`src/rtl/dbmu_pkg.sv`:
```
package dbmu_pkg;
  localparam logic [2:0] OP_ESEND = 3'd1;
  localparam logic [2:0] OP_ECLR  = 3'd2;
  localparam logic [2:0] OP_SSEND = 3'd3;
  localparam logic [2:0] OP_SCLR  = 3'd4;
  localparam logic [2:0] OP_PSEND = 3'd5;
  localparam logic [2:0] OP_PCLR  = 3'd6;

  localparam int          TYPE_W  = 5;
  localparam logic [4:0]  T_NORM  = 5'd0;
  localparam logic [4:0]  T_CRIT  = 5'd1;
  localparam logic [4:0]  T_SRV   = 5'd5;

  typedef struct packed {
    logic db_set;
    logic db_clr;
    logic cdb_set;
    logic cdb_clr;
    logic hdb_set;
    logic hdb_clr;
  } slot_upd_t;
endpackage

```
`src/rtl/dbmu_decode.sv`:
```
module dbmu_decode
  import dbmu_pkg::*;
#(
  parameter int NCORE = 4,
  parameter int ID_W  = 8,
  parameter int MSG_W = 32,
  parameter int SRC_W = 2,
  parameter logic [NCORE*ID_W-1:0] CORE_IDS = '0
) (
  input  logic                        valid,
  input  logic [2:0]                  op,
  input  logic [SRC_W-1:0]            src,
  input  logic [MSG_W-1:0]            msg,
  output slot_upd_t [NCORE-1:0]       upd
);
  localparam int BC_POS = MSG_W - TYPE_W - 1;
  localparam int TAG_W  = BC_POS;

  logic [TYPE_W-1:0] typ;
  logic              bcast;
  logic [TAG_W-1:0]  tag;

  assign typ   = msg[MSG_W-1 -: TYPE_W];
  assign bcast = msg[BC_POS];
  assign tag   = msg[TAG_W-1:0];

  for (genvar i = 0; i < NCORE; i++) begin : g_core
    logic hit, mine;
    assign hit  = (tag == TAG_W'(CORE_IDS[i*ID_W +: ID_W]));
    assign mine = (src == SRC_W'(i));

    always_comb begin
      upd[i] = '0;
      if (valid) begin
        case (op)
          OP_ESEND: begin
            if (typ == T_NORM) upd[i].db_set  = hit | bcast;
            if (typ == T_CRIT) upd[i].cdb_set = hit | bcast;
          end
          OP_ECLR: begin
            if (typ == T_NORM) upd[i].db_clr  = mine;
            if (typ == T_CRIT) upd[i].cdb_clr = mine;
          end
          OP_SSEND: if (typ == T_SRV) upd[i].hdb_set = hit;
          OP_SCLR:  if (typ == T_SRV) upd[i].hdb_clr = mine;
          OP_PSEND: if (typ == T_SRV) upd[i].db_set  = mine;
          OP_PCLR:  if (typ == T_SRV) upd[i].db_clr  = mine;
          default: ;
        endcase
      end
    end
  end
endmodule

```
`src/rtl/dbmu_slot.sv`:
```
module dbmu_slot
  import dbmu_pkg::*;
(
  input  logic      clk,
  input  logic      rst,
  input  slot_upd_t upd,
  output logic      db,
  output logic      cdb,
  output logic      hdb,
  output logic      irq
);
  always_ff @(posedge clk) begin
    if (rst) begin
      db  <= 1'b0;
      cdb <= 1'b0;
      hdb <= 1'b0;
      irq <= 1'b0;
    end else begin
      db  <= (db  & ~upd.db_clr)  | upd.db_set;
      cdb <= (cdb & ~upd.cdb_clr) | upd.cdb_set;
      hdb <= (hdb & ~upd.hdb_clr) | upd.hdb_set;
      irq <= upd.db_set | upd.cdb_set | upd.hdb_set;
    end
  end
endmodule

```
`src/rtl/dbell_msg_unit.sv`:
```
module dbell_msg_unit
  import dbmu_pkg::*;
#(
  parameter int NCORE = 4,
  parameter int ID_W  = 8,
  parameter int MSG_W = 32,
  parameter logic [NCORE*ID_W-1:0] CORE_IDS = {8'h23, 8'h22, 8'h21, 8'h20},
  localparam int SRC_W = (NCORE > 1) ? $clog2(NCORE) : 1
) (
  input  logic             clk,
  input  logic             rst,
  input  logic             cmd_valid,
  input  logic [2:0]       cmd_op,
  input  logic [SRC_W-1:0] cmd_src,
  input  logic [MSG_W-1:0] cmd_msg,
  output logic [NCORE-1:0] db_pend,
  output logic [NCORE-1:0] cdb_pend,
  output logic [NCORE-1:0] hdb_pend,
  output logic [NCORE-1:0] irq_req
);
  slot_upd_t [NCORE-1:0] upd;

  dbmu_decode #(
    .NCORE(NCORE), .ID_W(ID_W), .MSG_W(MSG_W), .SRC_W(SRC_W), .CORE_IDS(CORE_IDS)
  ) u_dec (
    .valid(cmd_valid), .op(cmd_op), .src(cmd_src), .msg(cmd_msg), .upd(upd)
  );

  for (genvar i = 0; i < NCORE; i++) begin : g_slot
    dbmu_slot u_slot (
      .clk(clk), .rst(rst), .upd(upd[i]),
      .db(db_pend[i]), .cdb(cdb_pend[i]), .hdb(hdb_pend[i]), .irq(irq_req[i])
    );
  end
endmodule

```
`config.mk`:
```
export PLATFORM = sky130hd
export DESIGN_NAME = dbell_msg_unit
export DESIGN_NICKNAME = d
export VERILOG_FILES = /design/src/rtl/dbmu_pkg.sv /design/src/rtl/dbmu_decode.sv /design/src/rtl/dbmu_slot.sv /design/src/rtl/dbell_msg_unit.sv
export SDC_FILE = /design/constraint.sdc
export NUM_CORES = 1
export LEC_CHECK = 0
export BUFFER_PORTS_ARGS = -buffer_cell sky130_fd_sc_hd__buf_2
export CORE_MARGIN = 5
export CORE_UTILIZATION = 30
export DETAILED_ROUTE_END_ITERATION = 10
export GPL_ROUTABILITY_DRIVEN = 1
export HOLD_SLACK_MARGIN = 0.12
export SYNTH_ARGS = -nofsm -noshare
export SYNTH_HDL_FRONTEND = slang
export SYNTH_SLANG_ARGS = --single-unit
```
`constraint.sdc`:
```
create_clock -name clk -period 4.7 [get_ports clk]
set_input_delay 0.705 -clock clk [delete_from_list [all_inputs] [get_ports clk]]
set_output_delay 0.705 -clock clk [all_outputs]
set_load 0.05 [all_outputs]
```
==> impl_metrics.yaml <==
yosys:
  ys_seq_area_share_pct: 28.0
  yosysWarnings: 0
  synth-edff-count: 0
  synth_commonest_cells: "buf_4 (16), dfxtp_1 (16), nand4_1 (13)"
  synth_area_leader_cell: "dfxtp_1"
  ys_ff_latch: 16
  synthTopCellsByArea: "dfxtp_1 (28%), buf_4 (11%), nand4_1 (7.1%), nor4_1 (4.4%), a21oi_1 (3.9%)"
  ys_async_sr_fraction_pct: 0
  syn_inst: 143
  synth_nets: 183
  yosysTopAreaCellShare_pct: 28.0
  synthDistinctLibCells: 35
  syn_avg_cell_area_um2: 8.00
  synthFlopType: "dfxtp_1"
  syn_area_um2: 1140
clock_network:
  tritoncts: "built"
  cts_setup_buffers: 0
  clkLatencyLatePin_ns: 0.24
  cts.clk_slew.worst_paths_ns: 0.06
  cts.path.max_buffers: 2
  cts_made_buffers: 3
  clockRootBuffer: "clkbuf_8"
  holdBufCountCts: 0
  ctsHtreeMaxLevel: 1
  cts_sinks: 16
  cts_resized: 0
placement:
  place_congestion: 0.911
  place_hpwl_um: 2700
  numPortBuffers: 55
  post-place-cells: 226
  place_area_um2: 1340
hold_path:
  hp-class: "register to register"
drt:
  dr.pass1.iters: 4
  vias: 1266
  drt_first_iter_violations: 62
  drc_errors: 0
  avgRoutedWirePerCell_um: 14.5
  wl_um: 3330
  vias_per_cell: 5.53
  drtAntennaViolNets: 0
timing:
  rsz0062_at_grt: "no"
  fmax_ghz: 0.494
  clock_skew_ns: 0
  period_minus_slack_ns: 2.03
  worst_slew_pin_slew_ns: 0.648
  whs_ns: 0.471
  tns_ns: 0
  finalHoldViolations: 0
  relSlewSlack_pct: 56.2
  period_share_pct: 43.1
  slew_violations: 0
  setup_violations: 0
cells_and_area:
  utilization_pct: 37.5
  nNetsFinal: 223
  drive_above_1_share_pct: 35.9
  area_growth_pct: 20.9
  stdcell_area_um2: 1380
  diodes: 0
  fill_cells: 410
  fin_cells: 229
setup_path:
  path_class: "input pin to register"
  crit_path_cell_trace: "buf_2, or3b_1, nor4_1, nand4_1, a21oi_1"
  critPathBufInv: 1
  cp_data_required_time_ns: 4.88
  worstPathMaxFanout: 6
  end_kind: "register"
  path_delay_family: "simple AND/OR/NAND/NOR gates"
  critPathLaunchType: "input pin"
  max_stage_delay_ns: 0.58
  crit_slowest_cell: "nor4_1"
  worst_ep_arrival_time_ns: 2.20
die:
  core.rowCount: 22
  core-area_um2: 3690
  start_util_pct: 31.0
  die_h_um: 71.7
  die_x_um: 71.7
  dieArea_um2: 5150
  ios: 56
global_routing:
  grt_max_degree: 16
  antenna_found_initial: 0
  grt-ovfl-total: 0
  grt_pass1_vias: 1221
  grt_use_total_pct: 13.3
  grt_pass1_wl_um: 5550
job:
  drv_cap: 0
power_and_ir_drop:
  power.leakage_nw: 0.541
  ir_drop_uv: 109
  p_per_area_nw_per_um2: 202
outcome:
  status: "complete, no violations"
## worst register-to-register path, stage by stage (launching register included)
cell      delay, ns
dfxtp_1        0.31
a221oi_1       0.26
o32ai_1        0.13
## cells by family after synthesis
logic type	after synthesis	synth area share [%]
DFF	16	28.0
and+or+nand+nor	68	38.5
AOI/OAI and AO/OA	34	19.8
buffers and inverters	25	13.7
## stage by stage
| stage | setup slack, ns | power [mW] |
|---|---|---|
| after floorplan | 2.63 | 0.157 |
| after global placement | 2.45 | 0.184 |
| after detailed placement | 2.46 | 0.184 |
| after CTS | 2.71 | 0.282 |
| after global routing | 2.52 | 0.297 |
| final | 2.67 | 0.279 |
## flip-flops by register name, summed over array words and instances (netlist names)
register           cells
g_slot.u_slot.cdb      4
g_slot.u_slot.db       4
g_slot.u_slot.hdb      4
g_slot.u_slot.irq      4
## placed cells by master (no fill, tap or decap)
| master | n |
|---|---|
| nor2_1 | 12 |
| nand4b_1 | 1 |
| a211oi_1 | 3 |
| o21a_1 | 1 |
| a221oi_1 | 1 |
| nor4_1 | 8 |
| or4bb_1 | 1 |
| nor4b_1 | 3 |
| and3_1 | 3 |
| o2111ai_1 | 4 |
| or3b_1 | 1 |
| inv_1 | 5 |
| and2_1 | 1 |
| dfxtp_1 | 16 |
| a21oi_1 | 9 |
| nor3_2 | 1 |
| nor3b_1 | 1 |
| nand2_1 | 2 |
| o32ai_1 | 4 |
| nor3_1 | 3 |
| a31oi_1 | 4 |
| nor2b_1 | 4 |
| o31ai_2 | 1 |
| o21ai_0 | 7 |
| nand2b_1 | 4 |
| nor4_2 | 2 |
| and4_1 | 1 |
| nand4_1 | 13 |
| nand3_1 | 4 |
| or4b_4 | 1 |
| buf_2 | 55 |
| clkbuf_8 | 3 |
| or4_4 | 1 |
| nor4b_2 | 1 |
## worst paths after layout
check / depth (start not counted) / slack [ns] / endpoint / from
worst max-delay path: 5 / 2.67 / g_slot[2].u_slot.hdb$_SDFF_PP0_ / cmd_msg[30]
worst max register to register: 2 / 3.88 / g_slot[0].u_slot.db$_SDFF_PP0_ / g_slot[0].u_slot.db$_SDFF_PP0_
worst min-delay path: 2 / 0.47 / g_slot[0].u_slot.hdb$_SDFF_PP0_ / g_slot[0].u_slot.hdb$_SDFF_PP0_
worst min register to register: 2 / 0.47 / g_slot[0].u_slot.hdb$_SDFF_PP0_ / g_slot[0].u_slot.hdb$_SDFF_PP0_
## power by group
part | switching (mW) | internal, mW
Combinational | 0.0273 | 0.0188
Clock | 0.0408 | 0.0567
Sequential | 0.0000664 | 0.136
Total | 0.0682 | 0.211
## layout make-up
class / instances / area (µm²) / share of cell area [%]
Timing Repair Buffer: 55 / 275 / 19.9
Sequential cell: 16 / 320 / 23.2
Tap cell: 48 / 60.1 / 4.34
Clock buffer: 3 / 41.3 / 2.99
Multi-Input combinational cell: 102 / 667 / 48.2
Inverter: 5 / 18.8 / 1.36
## layer usage
layer	wire [µm]	GRT usage, %
met2	1580	21.7
met5	0	0
met1	1490	17.7
met4	36	2.51
met3	222	3.51
Note: power is estimated with default switching activity, not from simulation.
